[src/rtl/sar_pkg.sv]
package sar_pkg;
  typedef enum logic {
    ST_IDLE = 1'b0,
    ST_RUN  = 1'b1
  } sar_state_e;
endpackage

[src/rtl/sar_ctrl.sv]
module sar_ctrl
  import sar_pkg::*;
#(
  parameter int RES_W      = 12,
  parameter int SHORT_BITS = 8,
  localparam int IDX_W     = $clog2(RES_W)
) (
  input  logic             clk,
  input  logic             rst,
  input  logic             start,
  input  logic             short_sel,
  output logic             busy,
  output logic             accept,
  output logic             finish,
  output logic             short_q,
  output logic [IDX_W-1:0] bit_idx,
  output logic             eoc
);
  localparam logic [IDX_W-1:0] MSB_IDX    = IDX_W'(RES_W - 1);
  localparam logic [IDX_W-1:0] SHORT_LAST = IDX_W'(RES_W - SHORT_BITS);

  sar_state_e       state_q;
  logic [IDX_W-1:0] last_idx;

  assign busy     = (state_q == ST_RUN);
  assign accept   = (state_q == ST_IDLE) && start;
  assign last_idx = short_q ? SHORT_LAST : '0;
  assign finish   = busy && (bit_idx == last_idx);

  always_ff @(posedge clk) begin
    if (rst) begin
      state_q <= ST_IDLE;
      bit_idx <= '0;
      short_q <= 1'b0;
      eoc     <= 1'b0;
    end else begin
      eoc <= 1'b0;
      unique case (state_q)
        ST_IDLE: begin
          if (start) begin
            state_q <= ST_RUN;
            bit_idx <= MSB_IDX;
            short_q <= short_sel;
          end
        end
        ST_RUN: begin
          if (finish) begin
            state_q <= ST_IDLE;
            eoc     <= 1'b1;
          end else begin
            bit_idx <= bit_idx - 1'b1;
          end
        end
        default: state_q <= ST_IDLE;
      endcase
    end
  end
endmodule

[src/rtl/sar_reg.sv]
module sar_reg #(
  parameter int RES_W      = 12,
  parameter int SHORT_BITS = 8,
  localparam int IDX_W     = $clog2(RES_W),
  localparam int DROP_BITS = RES_W - SHORT_BITS
) (
  input  logic             clk,
  input  logic             rst,
  input  logic             clear,
  input  logic             step,
  input  logic             finish,
  input  logic             short_q,
  input  logic [IDX_W-1:0] bit_idx,
  input  logic             cmp_above,
  output logic [RES_W-1:0] trial,
  output logic [RES_W-1:0] result_q
);
  logic [RES_W-1:0] approx_q;
  logic [RES_W-1:0] bit_mask;
  logic [RES_W-1:0] decided;
  logic [RES_W-1:0] keep_mask;

  assign bit_mask = {{(RES_W-1){1'b0}}, 1'b1} << bit_idx;
  assign trial    = approx_q | bit_mask;
  assign decided  = cmp_above ? approx_q : trial;

  for (genvar g = 0; g < RES_W; g++) begin : g_keep
    if (g < DROP_BITS) begin : g_low
      assign keep_mask[g] = ~short_q;
    end else begin : g_high
      assign keep_mask[g] = 1'b1;
    end
  end

  always_ff @(posedge clk) begin
    if (rst) begin
      approx_q <= '0;
      result_q <= '0;
    end else begin
      if (clear) begin
        approx_q <= '0;
      end else if (step) begin
        approx_q <= decided;
      end
      if (finish) begin
        result_q <= decided & keep_mask;
      end
    end
  end
endmodule

[src/rtl/sar_seq.sv]
module sar_seq #(
  parameter int RES_W      = 12,
  parameter int SHORT_BITS = 8,
  localparam int IDX_W     = $clog2(RES_W)
) (
  input  logic             clk,
  input  logic             rst,
  input  logic             start_i,
  input  logic             short_i,
  input  logic             cmp_above_i,
  output logic [RES_W-1:0] trial_code_o,
  output logic             busy_o,
  output logic             eoc_o,
  output logic [RES_W-1:0] result_o
);
  logic             busy;
  logic             accept;
  logic             finish;
  logic             short_q;
  logic [IDX_W-1:0] bit_idx;
  logic [RES_W-1:0] trial;
  logic [RES_W-1:0] result_q;

  sar_ctrl #(.RES_W(RES_W), .SHORT_BITS(SHORT_BITS)) u_ctrl (
    .clk       (clk),
    .rst       (rst),
    .start     (start_i),
    .short_sel (short_i),
    .busy      (busy),
    .accept    (accept),
    .finish    (finish),
    .short_q   (short_q),
    .bit_idx   (bit_idx),
    .eoc       (eoc_o)
  );

  // the register stage only advances while a conversion runs (gated step)
  sar_reg #(.RES_W(RES_W), .SHORT_BITS(SHORT_BITS)) u_reg (
    .clk       (clk),
    .rst       (rst),
    .clear     (accept),
    .step      (busy),
    .finish    (finish),
    .short_q   (short_q),
    .bit_idx   (bit_idx),
    .cmp_above (cmp_above_i),
    .trial     (trial),
    .result_q  (result_q)
  );

  assign busy_o       = busy;
  assign trial_code_o = busy ? trial : '0;
  assign result_o     = busy ? '0 : result_q;
endmodule

[config.mk]
export PLATFORM = sky130hd
export DESIGN_NAME = sar_seq
export DESIGN_NICKNAME = d
export VERILOG_FILES = /design/src/rtl/sar_pkg.sv /design/src/rtl/sar_ctrl.sv /design/src/rtl/sar_reg.sv /design/src/rtl/sar_seq.sv
export SDC_FILE = /design/constraint.sdc
export NUM_CORES = 1
export LEC_CHECK = 0
export ABC_AREA = 1
export CORE_MARGIN = 1
export CORE_UTILIZATION = 34
export CTS_CLUSTER_DIAMETER = 60
export CTS_CLUSTER_SIZE = 14
export DETAILED_ROUTE_END_ITERATION = 10
export PLACE_DENSITY_LB_ADDON = 0.15
export SETUP_SLACK_MARGIN = 0.05
export SYNTH_ARGS = -nofsm -noshare
export SYNTH_HDL_FRONTEND = slang
export SYNTH_HIERARCHICAL = 1
export SYNTH_SLANG_ARGS = --single-unit
[constraint.sdc]
create_clock -name clk -period 2.32 [get_ports clk]
set_input_delay 0.464 -clock clk [delete_from_list [all_inputs] [get_ports clk]]
set_output_delay 0.464 -clock clk [all_outputs]
set_load 0.1 [all_outputs]
==> impl_metrics.yaml <==
die:
  die_area_um2: 4820
  core.rowCount: 24
  die_x_um: 69.4
  die_h_um: 69.4
  coreArea_um2: 4350
  ios: 31
  initial_core_util_pct: 35.5
synth:
  synth_area_um2: 1550
  synth_ff_type: "dfxtp_1"
  synth_compound_gate_area_share_pct: 16.8
  synth_top_family_by_area: "simple AND/OR/NAND/NOR gates"
  synth-seq-cells: 31
  synthCells: 238
  yosysWarningCount: 6
  synth_edf_count: 0
  seq_area_frac_synth_pct: 40.2
  syn_area_per_cell_um2: 6.49
  async_flop_share_pct: 0
  ys_types: 26
  synthAdderAreaFrac_pct: 0.810
  syn-num-nets: 244
  yosys.area_share.simple_pct: 28.0
  synth_xor_xnor_area_share_pct: 0.567
  synthMuxAreaShare_pct: 0
placed_design:
  dp_hpwl_um: 2550
  port_buffers: 30
  gp_congestion: 0.810
route:
  vias: 1503
  drtAntennaViolNets: 0
  wire_per_inst_um: 10.5
  drt_iter0_drc: 63
  avgViaCountPerCell: 4.61
  drc_errors: 0
  routed_wl_um: 3420
  first_pass_iters: 4
final_layout:
  layout-drive-gt1-share_pct: 20.8
  n_antenna_cell: 0
  most-common-layout-cells: "47 x inv_1, 44 x nand2_1, 30 x dfxtp_1"
  nets: 279
  area_delta_synth_final_pct: 39.9
  layout_commonest_cell: "inv_1"
  postLayoutCoreUtil_pct: 49.7
worst_setup_path:
  worst-path-max-fanout: 9
  crit_type: "reg2out"
  startpoint_type: "flop"
  required_ps: 1860
  worstSetupEndpointType: "output port"
  crit_arrival_ps: 1640
grt:
  gr-usage-met1_pct: 18.7
  grt_pass1_wl_um: 5790
  grt_pass1_vias: 1335
  grt.total_usage_pct: 15.2
  grt.busiest_layer: "met2"
  overflow: 0
  gr-usage-met3_pct: 3.92
  grt_antenna_before_repair: 0
  grt_max_degree: 30
  use_met2_pct: 24.7
flow_run:
  cap_violations: 0
power:
  p_sw_share_pct: 34.0
  p_switching_uw: 527
  peakVddDrop_mv: 0.436
  p_int_uw: 1030
  comb_power_share_pct: 26.0
  clockPowerShare_pct: 35.6
  seqPwrFrac_pct: 38.4
  p_leak_uw: 0.00102
  power_density_nw_per_um2: 718
  power_uw: 1550
clock_tree:
  cts_resized: 0
  postCtsSetupBuffers: 0
  clk_pin_slew_ps: 60
  clk_latency_ps: 280
  clock-sinks: 31
  cts_made_buffers: 5
  htree_levels: 2
  cts_tree: "done"
  ctsHoldBuffers: 0
  ctsRootBufferMaster: "clkbuf_8"
  clock_path_buffers: 2
timing:
  setup_viol: 0
  timing.fmax_mhz: 475
  post-route-period-util_pct: 90.7
  finalHoldViolCount: 0
  worst_pin_slew_ps: 386
  max_slew_margin_pct: 74.2
  fin_tns_setup_ps: 0
  rsz0062_at_grt: "no"
  finalClockSkew_ps: 2.02
  maxSlewViolCount: 0
  fin_crit_ps: 2100
outcome:
  status: "complete, no violations"
worst_hold_path:
  hold_class: "reg2reg"
per-layer routing:
metal | vias up | wire length (um)
met1 | 659 | 1650
met4 | 0 | 56
met2 | 28 | 1590
met3 | 5 | 117
met5 | - | 0
li1 | 811 | -
logic make-up after synthesis:
kind of cell | after synthesis
and+or+nand+nor | 103
xor gates and xnor gates | 1
adders and majority gates | 1
AOI/OAI and AO/OA | 49
buffers and inverters | 53
DFF | 31
synthesized netlist by cell type (2+ instances only):
master    count  area [um2]
clkbuf_1      3        11.3
inv_1        47         176
nand2_1      44         165
nand3_1      11        55.1
nand4_1       2        12.5
a21oi_1      17        85.1
nor3_1        2        10.0
a21o_1        2        15.0
dfxtp_1      31         621
o21ai_0      24         120
nor2_1       38         143
a31oi_1       3        18.8
state kept, by name, summed over array words and instances, names as in the netlist:
register / cells
u_reg/approx_q: 12
u_reg/result_q: 12
u_ctrl/bit_idx: 4
u_ctrl/busy: 1
u_ctrl/eoc: 1
u_ctrl/short_q: 1
critical path: stages (launching register included):
cell,delay (ps)
dfxtp_1,460
inv_2,140
nor2_4,170
inv_1,50
nor2_1,100
or2_2,110
nand2_1,40
inv_1,90
buf_12,180
cell type report:
cell class	instances	area, um2
Fill cell	412	2190
Multi-Input combinational cell	154	744
Sequential cell	31	622
Timing Repair Buffer	33	433
Inverter	48	180
Clock buffer	6	82.6
Tap cell	52	65.1
Clock inverter	2	35.0
final timing paths:
path / start / to / slack, ps / depth (start not counted)
min: u_reg/result_q[2] / u_reg/result_q[2] / 470 / 2
max: u_ctrl/bit_idx[2] / trial_code_o[7] / 220 / 8
min reg2reg: u_reg/result_q[2] / u_reg/result_q[2] / 470 / 2
max reg2reg: u_ctrl/bit_idx[0] / u_reg/result_q[3] / 580 / 10
through the flow:
step | hold WS (ps) | std cells | cell area [um2] | setup slack (ps)
3_5_place_dp | 461 | 318 | 2040 | 512
3_3_place_gp | 460 | 318 | 2040 | 526
5_1_grt | 482 | 326 | 2160 | 71.9
4_1_cts | 471 | 326 | 2160 | 193
6_report | 473 | 326 | 2160 | 217
2_1_floorplan | 439 | 238 | 1580 | 231
power groups by stage:
stage	combinational, uW	sequential [uW]	clock [uW]
after detailed placement	405	609	0
after global placement	405	608	0
after CTS	406	597	567
final	403	596	552
after global routing	437	603	589
after floorplan	286	616	0
(Power assumes the default switching activity.)
